`config.mk`:
```
export PLATFORM = sky130hd
export DESIGN_NAME = dp_inner_product
export DESIGN_NICKNAME = d
export VERILOG_FILES = /design/src/rtl/dp_pkg.sv /design/src/rtl/dp_mul_pipe.sv /design/src/rtl/dp_add_ring.sv /design/src/rtl/dp_fold.sv /design/src/rtl/dp_inner_product.sv
export SDC_FILE = /design/constraint.sdc
export NUM_CORES = 1
export LEC_CHECK = 0
export BUFFER_PORTS_ARGS = -buffer_cell sky130_fd_sc_hd__buf_2
export CORE_ASPECT_RATIO = 0.8
export CORE_MARGIN = 3
export CORE_UTILIZATION = 35
export DETAILED_ROUTE_END_ITERATION = 10
export PLACE_DENSITY = 0.58
export SLEW_MARGIN = 25
export SYNTH_ARGS = -nofsm -noshare
export SYNTH_HDL_FRONTEND = slang
export SYNTH_SLANG_ARGS = --single-unit
```
`constraint.sdc`:
```
create_clock -name clk -period 4.9 [get_ports clk]
set_input_delay 0.98 -clock clk [delete_from_list [all_inputs] [get_ports clk]]
set_output_delay 0.98 -clock clk [all_outputs]
set_load 0.01 [all_outputs]
```
`src/rtl/dp_pkg.sv`:
```
package dp_pkg;

    localparam int DP_DATA_W     = 8;
    localparam int DP_ACC_W      = 24;
    localparam int DP_MUL_STAGES = 4;
    localparam int DP_ADD_STAGES = 4;

    // Control phase of the accumulator.
    typedef enum logic [1:0] {
        PH_ACCEPT = 2'd0,
        PH_FLUSH  = 2'd1,
        PH_PAIR   = 2'd2,
        PH_FINAL  = 2'd3
    } phase_e;

    // Side-band tag carried alongside each product.
    typedef struct packed {
        logic vld;
        logic last;
    } tag_t;

    function automatic logic phase_busy(phase_e p);
        return p != PH_ACCEPT;
    endfunction

endpackage

```
`src/rtl/dp_mul_pipe.sv`:
```
module dp_mul_pipe
    import dp_pkg::*;
#(
    parameter int DATA_W = DP_DATA_W,
    parameter int ACC_W  = DP_ACC_W,
    parameter int STAGES = DP_MUL_STAGES
) (
    input  logic              clk,
    input  logic              rst,
    input  logic              in_fire,
    input  logic              in_last,
    input  logic [DATA_W-1:0] in_a,
    input  logic [DATA_W-1:0] in_b,
    output logic              out_vld,
    output logic              out_last,
    output logic [ACC_W-1:0]  out_prod
);
    localparam int PROD_W = 2 * DATA_W;

    tag_t             tag_q  [STAGES];
    logic [ACC_W-1:0] prod_q [STAGES];

    logic signed [PROD_W-1:0] raw_prod;
    assign raw_prod = $signed(in_a) * $signed(in_b);

    // Segment 0 forms the product; the others match latency.
    always_ff @(posedge clk) begin
        if (rst) begin
            for (int s = 0; s < STAGES; s++) begin
                tag_q[s]  <= '0;
                prod_q[s] <= '0;
            end
        end else begin
            tag_q[0].vld  <= in_fire;
            tag_q[0].last <= in_fire & in_last;
            prod_q[0]     <= in_fire ? ACC_W'(raw_prod) : '0;
            for (int s = 1; s < STAGES; s++) begin
                tag_q[s]  <= tag_q[s-1];
                prod_q[s] <= prod_q[s-1];
            end
        end
    end

    assign out_vld  = tag_q[STAGES-1].vld;
    assign out_last = tag_q[STAGES-1].last;
    assign out_prod = prod_q[STAGES-1];

endmodule

```
`src/rtl/dp_add_ring.sv`:
```
module dp_add_ring
    import dp_pkg::*;
#(
    parameter int ACC_W = DP_ACC_W,
    parameter int SLOTS = DP_ADD_STAGES
) (
    input  logic                   clk,
    input  logic                   rst,
    input  logic                   clr,
    input  logic                   add_vld,
    input  logic [ACC_W-1:0]       add_val,
    output logic [SLOTS*ACC_W-1:0] slots_flat
);
    logic [ACC_W-1:0] seg_q [SLOTS];
    logic [ACC_W-1:0] addend;

    assign addend = add_vld ? add_val : '0;

    // The sum leaving the last segment is recombined with the new product.
    always_ff @(posedge clk) begin
        if (rst || clr) begin
            for (int s = 0; s < SLOTS; s++) seg_q[s] <= '0;
        end else begin
            seg_q[0] <= seg_q[SLOTS-1] + addend;
            for (int s = 1; s < SLOTS; s++) seg_q[s] <= seg_q[s-1];
        end
    end

    for (genvar g = 0; g < SLOTS; g++) begin : g_flat
        assign slots_flat[g*ACC_W +: ACC_W] = seg_q[g];
    end

endmodule

```
`src/rtl/dp_fold.sv`:
```
module dp_fold
    import dp_pkg::*;
#(
    parameter int ACC_W = DP_ACC_W,
    parameter int SLOTS = DP_ADD_STAGES
) (
    input  logic                   clk,
    input  logic                   rst,
    input  logic                   cap_pairs,
    input  logic                   cap_final,
    input  logic [SLOTS*ACC_W-1:0] slots_flat,
    output logic [ACC_W-1:0]       result
);
    localparam int PAIRS = SLOTS / 2;

    logic [PAIRS*ACC_W-1:0] pair_flat;
    logic [ACC_W-1:0]       total;

    for (genvar p = 0; p < PAIRS; p++) begin : g_pair
        logic [ACC_W-1:0] pair_q;
        always_ff @(posedge clk) begin
            if (rst) begin
                pair_q <= '0;
            end else if (cap_pairs) begin
                pair_q <= slots_flat[(2*p)*ACC_W +: ACC_W]
                        + slots_flat[(2*p+1)*ACC_W +: ACC_W];
            end
        end
        assign pair_flat[p*ACC_W +: ACC_W] = pair_q;
    end

    always_comb begin
        total = '0;
        for (int p = 0; p < PAIRS; p++) total = total + pair_flat[p*ACC_W +: ACC_W];
    end

    always_ff @(posedge clk) begin
        if (rst) begin
            result <= '0;
        end else if (cap_final) begin
            result <= total;
        end
    end

endmodule

```
`src/rtl/dp_inner_product.sv`:
```
module dp_inner_product
    import dp_pkg::*;
#(
    parameter int DATA_W     = DP_DATA_W,
    parameter int ACC_W      = DP_ACC_W,
    parameter int MUL_STAGES = DP_MUL_STAGES,
    parameter int ADD_STAGES = DP_ADD_STAGES
) (
    input  logic              clk,
    input  logic              rst,
    input  logic              in_valid,
    input  logic              in_last,
    input  logic [DATA_W-1:0] in_a,
    input  logic [DATA_W-1:0] in_b,
    output logic              out_done,
    output logic [ACC_W-1:0]  out_sum
);
    phase_e phase_q;
    logic   busy;
    logic   in_fire;
    logic   mul_vld;
    logic   mul_last;
    logic   done_q;
    logic [ACC_W-1:0]            mul_prod;
    logic [ADD_STAGES*ACC_W-1:0] ring_flat;

    assign busy    = phase_busy(phase_q);
    assign in_fire = in_valid & ~busy;

    dp_mul_pipe #(
        .DATA_W (DATA_W),
        .ACC_W  (ACC_W),
        .STAGES (MUL_STAGES)
    ) u_mul (
        .clk      (clk),
        .rst      (rst),
        .in_fire  (in_fire),
        .in_last  (in_last),
        .in_a     (in_a),
        .in_b     (in_b),
        .out_vld  (mul_vld),
        .out_last (mul_last),
        .out_prod (mul_prod)
    );

    dp_add_ring #(
        .ACC_W (ACC_W),
        .SLOTS (ADD_STAGES)
    ) u_ring (
        .clk        (clk),
        .rst        (rst),
        .clr        (phase_q == PH_PAIR),
        .add_vld    (mul_vld),
        .add_val    (mul_prod),
        .slots_flat (ring_flat)
    );

    dp_fold #(
        .ACC_W (ACC_W),
        .SLOTS (ADD_STAGES)
    ) u_fold (
        .clk        (clk),
        .rst        (rst),
        .cap_pairs  (phase_q == PH_PAIR),
        .cap_final  (phase_q == PH_FINAL),
        .slots_flat (ring_flat),
        .result     (out_sum)
    );

    // Phase sequencing: accept -> flush multiplier -> pair fold -> final fold.
    always_ff @(posedge clk) begin
        if (rst) begin
            phase_q <= PH_ACCEPT;
            done_q  <= 1'b0;
        end else begin
            done_q <= (phase_q == PH_FINAL);
            unique case (phase_q)
                PH_ACCEPT: if (in_fire && in_last)  phase_q <= PH_FLUSH;
                PH_FLUSH:  if (mul_vld && mul_last) phase_q <= PH_PAIR;
                PH_PAIR:   phase_q <= PH_FINAL;
                PH_FINAL:  phase_q <= PH_ACCEPT;
                default:   phase_q <= PH_ACCEPT;
            endcase
        end
    end

    assign out_done = done_q;

endmodule

```
Word level (Yosys, flattened, before mapping)
Memories as Yosys holds them, arrays and structs flattened.
Index checks and enable logic that the tools add are counted.
{"block": "op_classes", "addsub": 4, "multipliers": 1, "div": 0, "magnitude_cmp": 0, "eq_ne": 5, "shifts": 0, "muxes": 24, "bitwise_logic": 16, "n_reduce_logical": 6}
{"operator": "$mux 24", "count": 10}
{"operator": "$add 24x24->24", "count": 4}
{"operator": "$mul 8x8->16", "count": 1}
{"operator": "$or 1x1->1", "count": 13}
{"operator": "$mux 2", "count": 5}
{"operator": "$mux 1", "count": 8}
{"operator": "$pmux 2 s4", "count": 1}
{"operator": "$eq 2x2->1 const B", "count": 2}
{"operator": "$ne 2x2->1 const B", "count": 2}
{"operator": "$and 1x1->1", "count": 2}
{"operator": "$eq 2x1->1 const B", "count": 1}
{"operator": "$logic_and 1x1->1", "count": 2}
{"operator": "$logic_not 2->1", "count": 1}
{"operator": "$reduce_and 2->1", "count": 1}
{"operator": "$reduce_bool 2->1", "count": 1}
{"operator": "$logic_or 1x1->1", "count": 1}
{"operator": "$not 1->1", "count": 1}
{"block": "word_totals", "register_bits": 75, "latchBits": 0, "mem_bits_rw": 200, "mem_bits_ro": 0, "input_bits": 20, "out_inout_bits": 25, "word_cells": 64, "mem_count": 3}
{"name": "u_mul.prod_q", "words": 4, "word_bits": 24, "rd": 4, "rd_ports_with_merged_regs": 0, "wr": 4, "line": "dp_mul_pipe.sv:21", "rtl": "logic [ACC_W-1:0] prod_q [STAGES];"}
{"name": "u_ring.seg_q", "words": 4, "word_bits": 24, "rd": 4, "rd_ports_with_merged_regs": 0, "wr": 4, "line": "dp_add_ring.sv:14", "rtl": "logic [ACC_W-1:0] seg_q [SLOTS];"}
{"name": "u_mul.tag_q", "words": 4, "word_bits": 2, "rd": 4, "rd_ports_with_merged_regs": 0, "wr": 4, "line": "dp_mul_pipe.sv:20", "rtl": "tag_t tag_q [STAGES];"}

Depth between registers and ports, before layout
Gate-level depths: netlist of the first run.
{"block": "logic_depth", "word_depth": 6, "depth_mapped": 17}

Cells and area by module
From an unflattened synthesis of the first run, not the netlist that was laid out.
{"block": "unflattened", "cells_unflattened": 1594, "area_unflattened_um2": 14538.9}
{"module": "dp_fold", "n_inst": 1, "cells_per_inst": 701, "area_per_inst_um2": 5751.8}
{"module": "dp_mul_pipe", "n_inst": 1, "cells_per_inst": 458, "area_per_inst_um2": 4596.9}
{"module": "dp_add_ring", "n_inst": 1, "cells_per_inst": 415, "area_per_inst_um2": 3986.3}
{"module": "dp_inner_product", "n_inst": 1, "cells_per_inst": 20, "area_per_inst_um2": 203.9}

Worst setup path before layout of the first run
No wires, ideal clock.
{"block": "synth_path", "path_kind": "input to register", "startpoint": "in in_b[2]", "endpoint": "mem u_mul.prod_q[0][13] (netlist name)", "setup_time_ns": 0.115, "arrival_time_ns": 4.579, "required_time_ns": 4.785, "path_slack_ns": 0.206, "stages": 15, "path_cell_list": "and2_1 > fa_1 > inv_1 > fa_1 > inv_1 > fa_1 > inv_1 > fa_1 > inv_1 > ha_1 > a2111oi_0 > o21a_1 > nor2_1 > xor2_1 > and2_1"}
{"item": "start, declared", "line": "dp_inner_product.sv:14", "rtl": "input logic [DATA_W-1:0] in_b,"}
{"item": "end, declared", "line": "dp_mul_pipe.sv:21"}

==> run summary, run 1 <==
Vias in the first global route = 10.8k
Mux share of post-synthesis cell area = 2.30%
Number of nets in the final layout = 1865
Mean cell area of the mapped netlist = 8.98 um2
Kind of cell with the highest combined delay on the critical path = adder cells
Worst Path Class, Setup = primary input to flop
Pin count of the biggest net entering global routing = 76
Post-synth EDFFs = 0
Clock insertion delay at the later pin of the skew report = 0.55 ns
R2R cell count = 11
Average detailed-routed wire length per instance = 14.3 um
Synthesized instance count = 1613
Gp weighted congestion = 0.842
Initial antenna violation count = 0
Instance count after placement with tap cells included = 2175
Crit. End Element = flop
Register clock-pin slew on the reported worst setup and hold paths = 0.06 ns
Clock tree from TritonCTS = built
Number of nets in the synthesized netlist = 1818
Total number of vias = 11.1k
Total clock sinks = 243
Slowest stage delay, CP = 0.53 ns
Max VDD drop = 0.307 mV
Number of standard cells in the layout, taps in and fillers out = 2225
Die Area = 0.0439 mm2
Post-route setup slack = 0.438 ns
Area growth from synthesis to layout = 13.1%
Number of buffer and inverter instances along the worst setup path = 6
Core footprint = 0.0408 mm2
Flops & latches, synth = 243
Slowest CP cell = sky130_fd_sc_hd__fa_1
Master cell of the clock root buffer = sky130_fd_sc_hd__clkbuf_16
Die width = 233 um
Share of async-settable or async-resettable flops after synthesis = 0%
Final global-route overflow total = 0
Cell row count = 66
Count of hold buffers inserted by post-cts repair = 0
Required time of the critical path = 5.33 ns
Number of nets still failing antenna checks after routing = 0
Final number of setup-violating endpoints = 0
Count of distinct cell types in the synthesized netlist = 73
Via count normalized by instance count = 4.99
Sequential fraction of the synthesis area = 33.6%
Number of stages on the worst hold path = 1
Leakage = 7.36 nW
Post-CTS resize count = 0
Number of I/O pins = 45
Global-route usage over all layers = 14.6%
Worst-margin pin slew = 0.663 ns
Setup slack at placement = -0.139 ns
Outcome = finished clean
Path category of the worst min-delay check = flop to flop
Summed instance area of the synthesized netlist = 0.0145 mm2
Max-cap check violation count = 0
Max-slew violation count = 0
DRT iter0 DRCs = 707
H-Tree Depth = 1
Post-route clock period utilization = 91.1%
Reg-to-reg endpoint = u_ring.seg_q[0][22]$_SDFF_PP0_
Leading register cell type out of synthesis = sky130_fd_sc_hd__dfxtp_1
Largest area contributor in the netlist = sky130_fd_sc_hd__dfxtp_1
DRC = 0
Hold Startpoint = u_mul.prod_q[2][0]$_SDFF_PP0_
Commonest cells after routing, fill and taps aside = sky130_fd_sc_hd__dfxtp_1 (243), sky130_fd_sc_hd__and2_1 (140), sky130_fd_sc_hd__ha_1 (125)
Number of setup buffers added after CTS = 0
Area share of the leading cell type in the synthesized netlist = 33.6%
Max Root-Sink Buffers = 3
Critical Path Source Type = primary input
Shortest period the worst path allows = 4.46 ns
Drt first pass iters = 8
Total negative slack = 0 ns
CTS buffer count = 27
Antenna fix cells = 0
Global-route wire length before repair = 53800 um
Launching point of the worst reg2reg path = u_mul.tag_q[3][1]$_SDFF_PP0_
Adder-cell share of the synthesized area = 19.0%
Placed wire-length estimate after detailed placement = 24500 um
Worst endpoint data arrival time = 4.89 ns
Total wire length = 31800 um
Fill cell count = 4081
Port buffer count = 44
CP Cell Sequence = buf_2 -> and2_1 -> fa_1 -> inv_1 -> fa_1 -> inv_1 -> fa_1 -> inv_1 -> fa_1 -> inv_1 -> ha_1 -> a2111oi_0 -> buf_4 -> o21a_1 -> nor2_1 -> xor2_1 -> and2_1
Endpoint with the worst hold slack = u_mul.prod_q[3][0]$_SDFF_PP0_
Highest clock rate = 224 MHz
Clock skew = 0.0194 ns
Vertical die dimension = 188 um
Initial core utilization = 35.5%
Area fraction in and, or, nand and nor cells after synthesis = 20.7%
Number of hold violations in the final report = 0
Ranking of synthesized cells by area = sky130_fd_sc_hd__dfxtp_1 (34%), sky130_fd_sc_hd__ha_1 (11%), sky130_fd_sc_hd__fa_1 (8.2%)
Most frequent standard cell in the layout excluding fill and tap cells = sky130_fd_sc_hd__dfxtp_1
Max FO, Critical Path = 5
Worst R2R Setup Slack = 1.63 ns
Number of warnings printed during yosys synthesis = 0
Unrepaired setup endpoints after global routing = no
Fraction of layout cells with a size suffix above 1 = 8.51%
Largest family of logic cells by synthesized area = simple AND/OR/NAND/NOR gates
Complex-gate fraction of the synthesized area = 15.6%
Post-Synth XOR/XNOR Area = 4.11%
Worst relative slew slack = 55.8%
Cell area power density = 348 mW/mm2
==> stage by stage <==
| step | util, % | hold slack, ns | cell area (um2) | power (W) |
|---|---|---|---|---|
| floorplan | - | 0.414 | 14500 | 0.00319 |
| global placement | 37.8 | 0.419 | 15400 | 0.00355 |
| detailed placement | 37.8 | 0.422 | 15400 | 0.00357 |
| CTS | 40.2 | 0.436 | 16400 | 0.00579 |
| global route | 40.2 | 0.449 | 16400 | 0.00607 |
| finish | 40.2 | 0.430 | 16400 | 0.00570 |
==> registers in the layout, indices dropped and copies added, names as in the netlist <==
| name | count |
|---|---|
| out_done | 1 |
| phase_q | 2 |
| u_fold.g_pair.pair_q | 48 |
| u_fold.result | 24 |
| u_mul.prod_q | 64 |
| u_mul.tag_q | 8 |
| u_ring.seg_q | 96 |
==> power breakdown <==
group / switching (W) / internal, W
logic: 0.000794 / 0.000637
registers: 0.0000277 / 0.00206
clock network: 0.000809 / 0.00137
total: 0.00163 / 0.00407
==> cells by family (layout without fill, tap and decap cells) <==
family          count (synthesis)  in the layout
buf+inv                       179            247
flops                         243            243
compound gates                342            342
simple gates                  563            563
fa+ha+maj                     185            185
mux                            33             33
xor+xnor                       68             68
==> synthesized netlist by cell type (all sizes together) (7+ instances only) <==
master     n
dfxtp    243
and2     140
ha       126
inv      123
nor2     111
a21oi     95
nand2     95
nor2b     73
o21ai     62
fa        59
clkbuf    51
xnor2     37
a21o      34
nand3     34
mux2i     31
xor2      31
nor3      21
o21a      20
a211oi    19
a31oi     18
nand2b    16
nand4     15
and3      13
o21bai    11
or3       11
nor3b     10
o211ai     9
a211o      8
o2111ai    8
a21boi     7
o31ai      7
==> how the worst max path moves through the flow <==
stage / depth (start not counted) / endpoint / from / slack, ns
finish: 17 / u_mul.prod_q[0][13]$_SDFF_PP0_ / in_b[0] / 0.44
global route: 20 / u_mul.prod_q[0][13]$_SDFF_PP0_ / in_a[5] / 0.14
CTS: 17 / u_mul.prod_q[0][13]$_SDFF_PP0_ / in_b[1] / 0.41
detailed placement: 17 / u_mul.prod_q[0][13]$_SDFF_PP0_ / in_b[1] / -0.14
global placement: 17 / u_mul.prod_q[0][13]$_SDFF_PP0_ / in_b[1] / -0.05
floorplan: 15 / u_mul.prod_q[0][13]$_SDFF_PP0_ / in_b[2] / 0.21
==> per-layer routing <==
layer  vias up  wire, um  GRT usage, %
met5         -         0             0
met4         0       708          3.36
met3        48      1110          1.56
met2       210     13300          22.6
met1      5218     16600          21.9
li1       5628         -             -
==> cell type report <==
| type | count | area (um2) | share of cell area [%] |
|---|---|---|---|
| multi-input cells | 1191 | 8960 | 54.6 |
| flip-flops and latches | 243 | 4860 | 29.7 |
| clock buffers | 39 | 781 | 4.76 |
| well taps | 544 | 681 | 4.15 |
| inverters | 123 | 462 | 2.82 |
| repair buffers | 74 | 448 | 2.73 |
| clock inverters | 11 | 203 | 1.24 |
No activity file was read; power rests on OpenSTA's default activity.
==> inputs of run 2 (changes only) <==
- CORE_UTILIZATION: 35 -> 57
- PLACE_DENSITY: 0.58 -> 0.83
==> run 2 against run 1 <==
Sequential share of layout area rose by 0.86 points. Core utilization is 24 points higher. Non-clock buffer count fell by 5. Critical path depth is 2 higher. Critical path type unchanged. Clock-buffer cell count is 1 lower. Sequential cell count stayed put. Global-route usage increased by 8.4 points. First-iteration DRC count is 15% higher. Final cell count decreased by 11%. Clock power fell by 12%. Fmax about the same.
==> run summary, run 2 (synthesis results as in run 1) <==
Reg-to-reg endpoint = u_ring.seg_q[0][22]$_SDFF_PP0_
Launching point of the worst reg2reg path = u_mul.tag_q[3][1]$_SDFF_PP0_
Slowest CP cell = sky130_fd_sc_hd__fa_1
Critical path depth in cells = 19 (+2)
Fraction of layout cells with a size suffix above 1 = 8.02% (-0.49 points)
Total clock sinks = 243 (unchanged)
Final number of setup-violating endpoints = 0 (unchanged)
Start point of the critical path = in_b[1]
Most frequent standard cell in the layout excluding fill and tap cells = sky130_fd_sc_hd__dfxtp_1
Clock insertion delay at the later pin of the skew report = 0.53 ns (-0.02 ns)
Slowest stage delay, CP = 0.46 ns (-0.07 ns)
Total met2 wirelength after detailed routing = 13900 um (+4.4%)
Shortest period the worst path allows = 4.47 ns (+0.00411 ns)
DRT iter0 DRCs = 813 (+15%)
Die Area = 0.0274 mm2 (-38%)
Final global-route overflow total = 0 (unchanged)
H-Tree Depth = 1 (unchanged)
Final non-filler cell area = 0.0159 mm2 (-2.8%)
Total wire length = 31000 um (-2.3%)
Port buffer count = 44 (unchanged)
Setup slack at placement = -0.0853 ns (+0.0533 ns)
Unrepaired setup endpoints after global routing = no
Number of setup buffers added after CTS = 0 (unchanged)
Post-route clock period utilization = 91.1% (about the same)
Gp weighted congestion = 0.896 (+6.4%)
Leakage = 7.29 nW (-1.0%)
Critical Path Source Type = primary input
Outcome = finished clean
Biggest regs = u_ring.seg_q x96, u_mul.prod_q x64, u_fold.g_pair.pair_q x48
Total number of vias = 11.2k (+1.2%)
Highest metal used = met4
Number of nets in the final layout = 1859 (-0.32%)
Initial antenna violation count = 0 (unchanged)
Drt first pass iters = 5 (-3)
Most flops, register = u_ring.seg_q
Max-cap check violation count = 0 (unchanged)
Core footprint = 0.0247 mm2 (-39%)
Cell area power density = 339 mW/mm2 (-2.3%)
Placed wire-length estimate after detailed placement = 23500 um (-4.0%)
Area growth from synthesis to layout = 9.95%
Required time of the critical path = 5.37 ns (+0.04 ns)
Flip-flop count of the largest register, all copies and words added = 96 (unchanged)
Max-slew violation count = 0 (unchanged)
Register clock-pin slew on the reported worst setup and hold paths = 0.06 ns (about the same)
Global-route usage over all layers = 23.0% (+8.4 points)
Met1 Routed Length = 15100 um (-9.2%)
Initial core utilization = 58.7% (+23 points)
Clock skew = 0.0163 ns (-0.00302 ns)
Average detailed-routed wire length per instance = 15.6 um (+9.3%)
Worst hold slack = 0.417 ns (-0.0136 ns)
Area after DPL = 0.0151 mm2 (-2.1%)
Via count normalized by instance count = 5.65 (+13%)
Commonest cells after routing, fill and taps aside = sky130_fd_sc_hd__dfxtp_1 (243), sky130_fd_sc_hd__and2_1 (140), sky130_fd_sc_hd__ha_1 (125)
Number of nets still failing antenna checks after routing = 0 (unchanged)
Worst R2R Setup Slack = 1.62 ns (about the same)
Worst-margin pin slew = 0.906 ns (+0.243 ns)
Met3 WL post-DR = 1490 um (+35%)
Max VDD drop = 0.369 mV (+20%)
Kind of cell with the highest combined delay on the critical path = adder cells
Path category of the worst min-delay check = flop to flop
Number of hold violations in the final report = 0 (unchanged)
Pin count of the biggest net entering global routing = 77 (+1.3%)
Antenna fix cells = 0 (unchanged)
Worst setup path endpoint = u_mul.prod_q[0][14]$_SDFF_PP0_
Total negative slack = 0 ns (unchanged)
Count of hold buffers inserted by post-cts repair = 0 (unchanged)
Post-route setup slack = 0.434 ns (-0.00411 ns)
Number of I/O pins = 45 (unchanged)
Max Root-Sink Buffers = 3 (unchanged)
Worst Path Class, Setup = primary input to flop
Number of buffer and inverter instances along the worst setup path = 5 (-1)
Worst relative slew slack = 39.6% (-16 points)
Global-route wire length before repair = 52600 um (-2.3%)
Worst endpoint data arrival time = 4.93 ns (+0.04 ns)
Master cell of the clock root buffer = sky130_fd_sc_hd__clkbuf_16
Max FO, Critical Path = 6 (+1)
CTS buffer count = 26 (-3.7%)
Clock tree from TritonCTS = built
Crit. End Element = flop
CP Cell Sequence = buf_2 -> buf_4 -> and2_1 -> ha_1 -> fa_1 -> ha_1 -> inv_1 -> fa_1 -> inv_1 -> ha_1 -> inv_1 -> fa_1 -> nor2b_1 -> o21ai_0 -> a21oi_1 -> o21ai_0 -> a211o_1 -> a211o_1 -> nand2_1
R2R cell count = 11 (unchanged)
Vias in the first global route = 11.0k (+1.8%)
Cell row count = 51 (-23%)
Post-CTS resize count = 0 (unchanged)
Highest clock rate = 224 MHz (about the same)
Vertical die dimension = 149 um (-21%)
Die width = 184 um (-21%)
DRC = 0 (unchanged)
run 2: changes by cell type in the layout (fill, tap and decap cells not counted):
cell                         before  now
sky130_fd_sc_hd__buf_4           31   26
sky130_fd_sc_hd__bufinv_16        5    1
sky130_fd_sc_hd__clkinv_2         2    5
sky130_fd_sc_hd__clkinvlp_4       3    0
sky130_fd_sc_hd__clkbuf_1         6    5
sky130_fd_sc_hd__inv_16           1    0
sky130_fd_sc_hd__inv_6            0    1
run 2: power by group:
part,switching (W),internal (W),total [W]
combinational,0.000787,0.000618,0.00140
sequential,0.0000317,0.00206,0.00209
clock,0.000771,0.00114,0.00192
total,0.00159,0.00382,0.00541
run 2: metrics by stage:
stage,instances,util (%),total power [W]
detailed placement,1944,61.1,0.00354
CTS,1989,64.5,0.00546
finish,1989,64.5,0.00541
global placement,1944,61.1,0.00347
floorplan,1613,-,0.00319
global route,1989,64.5,0.00575
run 2: metal layers:
metal | GRT usage, % | vias to the layer above
met5 | 0 | -
met4 | 5.55 | 0
met3 | 3.06 | 52
met2 | 37.4 | 261
met1 | 32.9 | 5293
li1 | - | 5631
run 2: worst register-to-register path: cells and delay by family (launching register included):
family	cells	cell delay [ns]
AOI/OAI and AO/OA	4	1.05
and+or+nand+nor	4	0.79
DFF	1	0.66
adders and majority gates	2	0.62
buffers and inverters	1	0.08
run 2: how the worst min path moves through the flow:
| stage | from | slack (ns) | depth (start not counted) | endpoint |
|---|---|---|---|---|
| 2_1_floorplan | u_mul.prod_q[0][0]$_SDFF_PP0_ | 0.41 | 1 | u_mul.prod_q[1][0]$_SDFF_PP0_ |
| 3_3_place_gp | u_mul.prod_q[0][1]$_SDFF_PP0_ | 0.42 | 1 | u_mul.prod_q[1][1]$_SDFF_PP0_ |
| 3_5_place_dp | u_mul.prod_q[1][0]$_SDFF_PP0_ | 0.42 | 1 | u_mul.prod_q[2][0]$_SDFF_PP0_ |
| 4_1_cts | u_mul.prod_q[1][0]$_SDFF_PP0_ | 0.41 | 1 | u_mul.prod_q[2][0]$_SDFF_PP0_ |
| 5_1_grt | u_mul.prod_q[1][0]$_SDFF_PP0_ | 0.44 | 1 | u_mul.prod_q[2][0]$_SDFF_PP0_ |
| 6_report | u_mul.prod_q[1][0]$_SDFF_PP0_ | 0.42 | 1 | u_mul.prod_q[2][0]$_SDFF_PP0_ |
run 2: layout make-up:
type	instances	area [um2]
Tap cell	318	398
Clock buffer	38	777
Sequential cell	243	4860
Inverter	123	462
Timing Repair Buffer	69	410
Clock inverter	7	63.8
Multi-Input combinational cell	1191	8960
Fill cell	2010	8760
==> inputs of run 3 (changes only) <==
- ABC_AREA: default -> 1
- CORE_UTILIZATION: 57 -> 58
- PLACE_DENSITY: 0.83 -> 0.84
==> run 3 against run 2 <==
Non-clock buffer count down 10. Clock power up 5%. Worst hold slack worse by 0.017 ns. Highest routed layer is now met5. Global-route usage up 5.2 points. Die area up 14%. Clock skew up 0.0094 ns. Critical path type unchanged. Critical path depth down 1.
==> run summary, run 3 <==
Biggest regs = u_ring.seg_q x96, u_mul.prod_q x64, u_fold.g_pair.pair_q x48
Worst endpoint data arrival time = 4.83 ns (-0.10 ns)
Register clock-pin slew on the reported worst setup and hold paths = 0.06 ns (about the same)
Total number of vias = 15.3k (+36%)
CTS buffer count = 25 (-3.8%)
Crit. End Element = flop
H-Tree Depth = 1 (unchanged)
Clock insertion delay at the later pin of the skew report = 0.53 ns (about the same)
Max VDD drop = 0.393 mV (+6.4%)
Post-Synth XOR/XNOR Area = 1.35% (-2.8 points)
Most used standard cell by instance count after synthesis = sky130_fd_sc_hd__nand2_1
Gp weighted congestion = 0.974 (+8.8%)
Shortest period the worst path allows = 4.42 ns (-0.0462 ns)
Mean cell area of the mapped netlist = 6.37 um2 (-29%)
Highest clock rate = 226 MHz (+1.0%)
Die Area = 0.0311 mm2 (+14%)
Number of I/O pins = 45 (unchanged)
Unrepaired setup endpoints after global routing = no
Master cell of the clock root buffer = sky130_fd_sc_hd__clkbuf_16
Most frequent cells after synthesis = sky130_fd_sc_hd__nand2_1 (713), sky130_fd_sc_hd__inv_1 (627), sky130_fd_sc_hd__nor2_1 (393)
Die width = 196 um (+6.6%)
Complex-gate fraction of the synthesized area = 6.28% (-9.4 points)
Global-route wire length before repair = 70800 um (+35%)
Post-CTS resize count = 0 (unchanged)
Leakage = 9.96 nW (+37%)
Pin count of the biggest net entering global routing = 86 (+12%)
Required time of the critical path = 5.31 ns (-0.06 ns)
Fraction of layout cells with a size suffix above 1 = 5.69% (-2.3 points)
Post-route setup slack = 0.480 ns (+0.0462 ns)
Final global-route overflow total = 0 (unchanged)
Layer with the highest usage = met2
DRC = 0 (unchanged)
Initial core utilization = 59.2% (+0.53 points)
Clock tree from TritonCTS = built
Placed wire-length estimate after detailed placement = 35500 um (+51%)
Worst Path Class, Setup = primary input to flop
Number of standard cells in the layout, taps in and fillers out = 3061 (+54%)
Adder-cell share of the synthesized area = 16.4% (-2.6 points)
Max Root-Sink Buffers = 3 (unchanged)
Commonest cells after routing, fill and taps aside = sky130_fd_sc_hd__nand2_1 (713), sky130_fd_sc_hd__inv_1 (627), sky130_fd_sc_hd__nor2_1 (393)
Area share of the leading cell type in the synthesized netlist = 28.9% (-4.7 points)
Critical Path Source Type = primary input
Clock skew = 0.0257 ns (+0.00936 ns)
Max-slew violation count = 0 (unchanged)
Met3 global-route usage = 3.83% (+0.77 points)
Proportion of power drawn by combinational gates = 33.5% (+7.5 points)
Port buffer count = 44 (unchanged)
Post-route clock period utilization = 90.2% (-0.94 points)
Worst R2R Setup Slack = 2.19 ns (+0.57 ns)
Number of warnings printed during yosys synthesis = 0 (unchanged)
Core footprint = 0.0284 mm2 (+15%)
Met1 track demand over resource in global routing = 39.3% (+6.4 points)
Number of nets in the synthesized netlist = 2847 (+57%)
Outcome = finished clean
Worst relative slew slack = 42.5% (+2.9 points)
Total wire length = 44000 um (+42%)
Average detailed-routed wire length per instance = 14.4 um (-7.9%)
Overall Power = 0.00654 W (+21%)
Cell internal pwr = 0.00418 W (+9.5%)
Area growth from synthesis to layout = 8.63%
Cell row count = 55 (+7.8%)
Total clock sinks = 243 (unchanged)
Largest family of logic cells by synthesized area = simple AND/OR/NAND/NOR gates
Net switching component of the power = 0.00236 W (+48%)
Sequential fraction of the synthesis area = 28.9% (-4.7 points)
Leading register cell type out of synthesis = sky130_fd_sc_hd__dfxtp_1
Vertical die dimension = 158 um (+6.6%)
Via count normalized by instance count = 4.99 (-12%)
Max FO, Critical Path = 7 (+1)
Initial antenna violation count = 1 (+1)
Most flops, register = u_ring.seg_q
DRT iter0 DRCs = 1191 (+46%)
Path category of the worst min-delay check = flop to flop
Largest area contributor in the netlist = sky130_fd_sc_hd__dfxtp_1
Mux share of post-synthesis cell area = 0% (-2.3 points)
GR Util met2 = 46.3% (+8.9 points)
Flops & latches, synth = 243 (unchanged)
Setup slack at placement = -0.0543 ns (+0.0310 ns)
Post-synth EDFFs = 0 (unchanged)
Number of setup buffers added after CTS = 0 (unchanged)
Relative contribution of the clock network to total power = 30.9% (-4.5 points)
Number of hold violations in the final report = 0 (unchanged)
Count of distinct cell types in the synthesized netlist = 43 (-41%)
Area fraction in and, or, nand and nor cells after synthesis = 31.7% (+11 points)
Share of total power in sequential cells = 35.6% (-3.0 points)
Antenna fix cells = 0 (unchanged)
Count of hold buffers inserted by post-cts repair = 0 (unchanged)
Vias in the first global route = 14.3k (+30%)
Global-route usage over all layers = 28.2% (+5.2 points)
Instance count after placement with tap cells included = 3017 (+55%)
Max-cap check violation count = 0 (unchanged)
Worst-margin pin slew = 0.862 ns (-0.0435 ns)
Number of nets still failing antenna checks after routing = 0 (unchanged)
Drt first pass iters = 6 (+1)
Total negative slack = 0 ns (unchanged)
Most frequent standard cell in the layout excluding fill and tap cells = sky130_fd_sc_hd__nand2_1
Share of async-settable or async-resettable flops after synthesis = 0% (unchanged)
Number of nets in the final layout = 2879 (+55%)
Switching share of power = 36.1% (+6.7 points)
Cell area power density = 358 mW/mm2 (+5.4%)
Final number of setup-violating endpoints = 0 (unchanged)
Ranking of synthesized cells by area = sky130_fd_sc_hd__dfxtp_1 (29%), sky130_fd_sc_hd__nand2_1 (16%), sky130_fd_sc_hd__inv_1 (14%)
Final core area utilization = 64.3% (-0.20 points)
Synthesized instance count = 2642 (+64%)
Flip-flop count of the largest register, all copies and words added = 96 (unchanged)
Summed instance area of the synthesized netlist = 0.0168 mm2 (+16%)
run 3: cell count changes after synthesis, moves of 72 or more:
cell,delta
sky130_fd_sc_hd__nor2b_1,-72
sky130_fd_sc_hd__nor2_1,+282
sky130_fd_sc_hd__nand3_1,+85
sky130_fd_sc_hd__nand2_1,+618
sky130_fd_sc_hd__inv_1,+504
sky130_fd_sc_hd__and2_1,-136
run 3: cell type report:
cell class                      count  area, um2
Timing Repair Buffer               59        335
Clock buffer                       30        694
Fill cell                        2723      10100
Sequential cell                   243       4860
Inverter                          630       2360
Tap cell                          370        463
Multi-Input combinational cell   1715       9380
Clock inverter                     14        180
run 3: metal layers:
layer,up-vias,share of wire (%),wire length [um]
met5,-,0.030,13
li1,7916,-,-
met3,87,6.8,3010
met1,6850,46,20300
met4,2,3.1,1350
met2,432,44,19300
run 3: worst paths after layout:
path | start | to | depth (start not counted)
worst min-delay path | u_mul.tag_q[2][1]$_SDFF_PP0_ | u_mul.tag_q[3][1]$_SDFF_PP0_ | 2
worst max register to register | u_mul.tag_q[3][1]$_SDFF_PP0_ | u_ring.seg_q[0][16]$_SDFF_PP0_ | 15
worst min register to register | u_mul.tag_q[2][1]$_SDFF_PP0_ | u_mul.tag_q[3][1]$_SDFF_PP0_ | 2
worst max-delay path | in_b[2] | u_mul.prod_q[0][22]$_SDFF_PP0_ | 18
run 3: power by group through the flow:
stage	sequential (W)	clock (W)	combinational, W
4_1_cts	0.00233	0.00205	0.00221
3_5_place_dp	0.00237	0	0.00218
5_1_grt	0.00235	0.00213	0.00254
3_3_place_gp	0.00237	0	0.00215
2_1_floorplan	0.00235	0	0.00166
6_report	0.00233	0.00202	0.00219
run 3: cells by family after synthesis:
| kind of cell | count (synthesis) |
|---|---|
| compound gates | 193 |
| fa+ha+maj | 185 |
| flops | 243 |
| simple gates | 1311 |
| buf+inv | 684 |
| xor+xnor | 26 |
run 3: stage by stage:
| step | cell area [um2] | hold WS [ns] |
|---|---|---|
| after floorplan | 16800 | 0.388 |
| after global placement | 17400 | 0.389 |
| after detailed placement | 17400 | 0.392 |
| after CTS | 18300 | 0.401 |
| after global routing | 18300 | 0.410 |
| final | 18300 | 0.400 |
run 3: critical path: stages:
cell and delay [ns]:
sky130_fd_sc_hd__buf_2 0.18, sky130_fd_sc_hd__buf_4 0.14, sky130_fd_sc_hd__nand2_1 0.12, sky130_fd_sc_hd__fa_1 0.72, sky130_fd_sc_hd__inv_1 0.10, sky130_fd_sc_hd__fa_1 0.51
sky130_fd_sc_hd__inv_1 0.06, sky130_fd_sc_hd__fa_1 0.49, sky130_fd_sc_hd__inv_1 0.05, sky130_fd_sc_hd__fa_1 0.46, sky130_fd_sc_hd__ha_1 0.36, sky130_fd_sc_hd__nand2_1 0.08
sky130_fd_sc_hd__nor2_1 0.12, sky130_fd_sc_hd__nand3_1 0.11, sky130_fd_sc_hd__nand4_1 0.13, sky130_fd_sc_hd__nand3_1 0.08, sky130_fd_sc_hd__nand2_1 0.06, sky130_fd_sc_hd__nor2_1 0.04
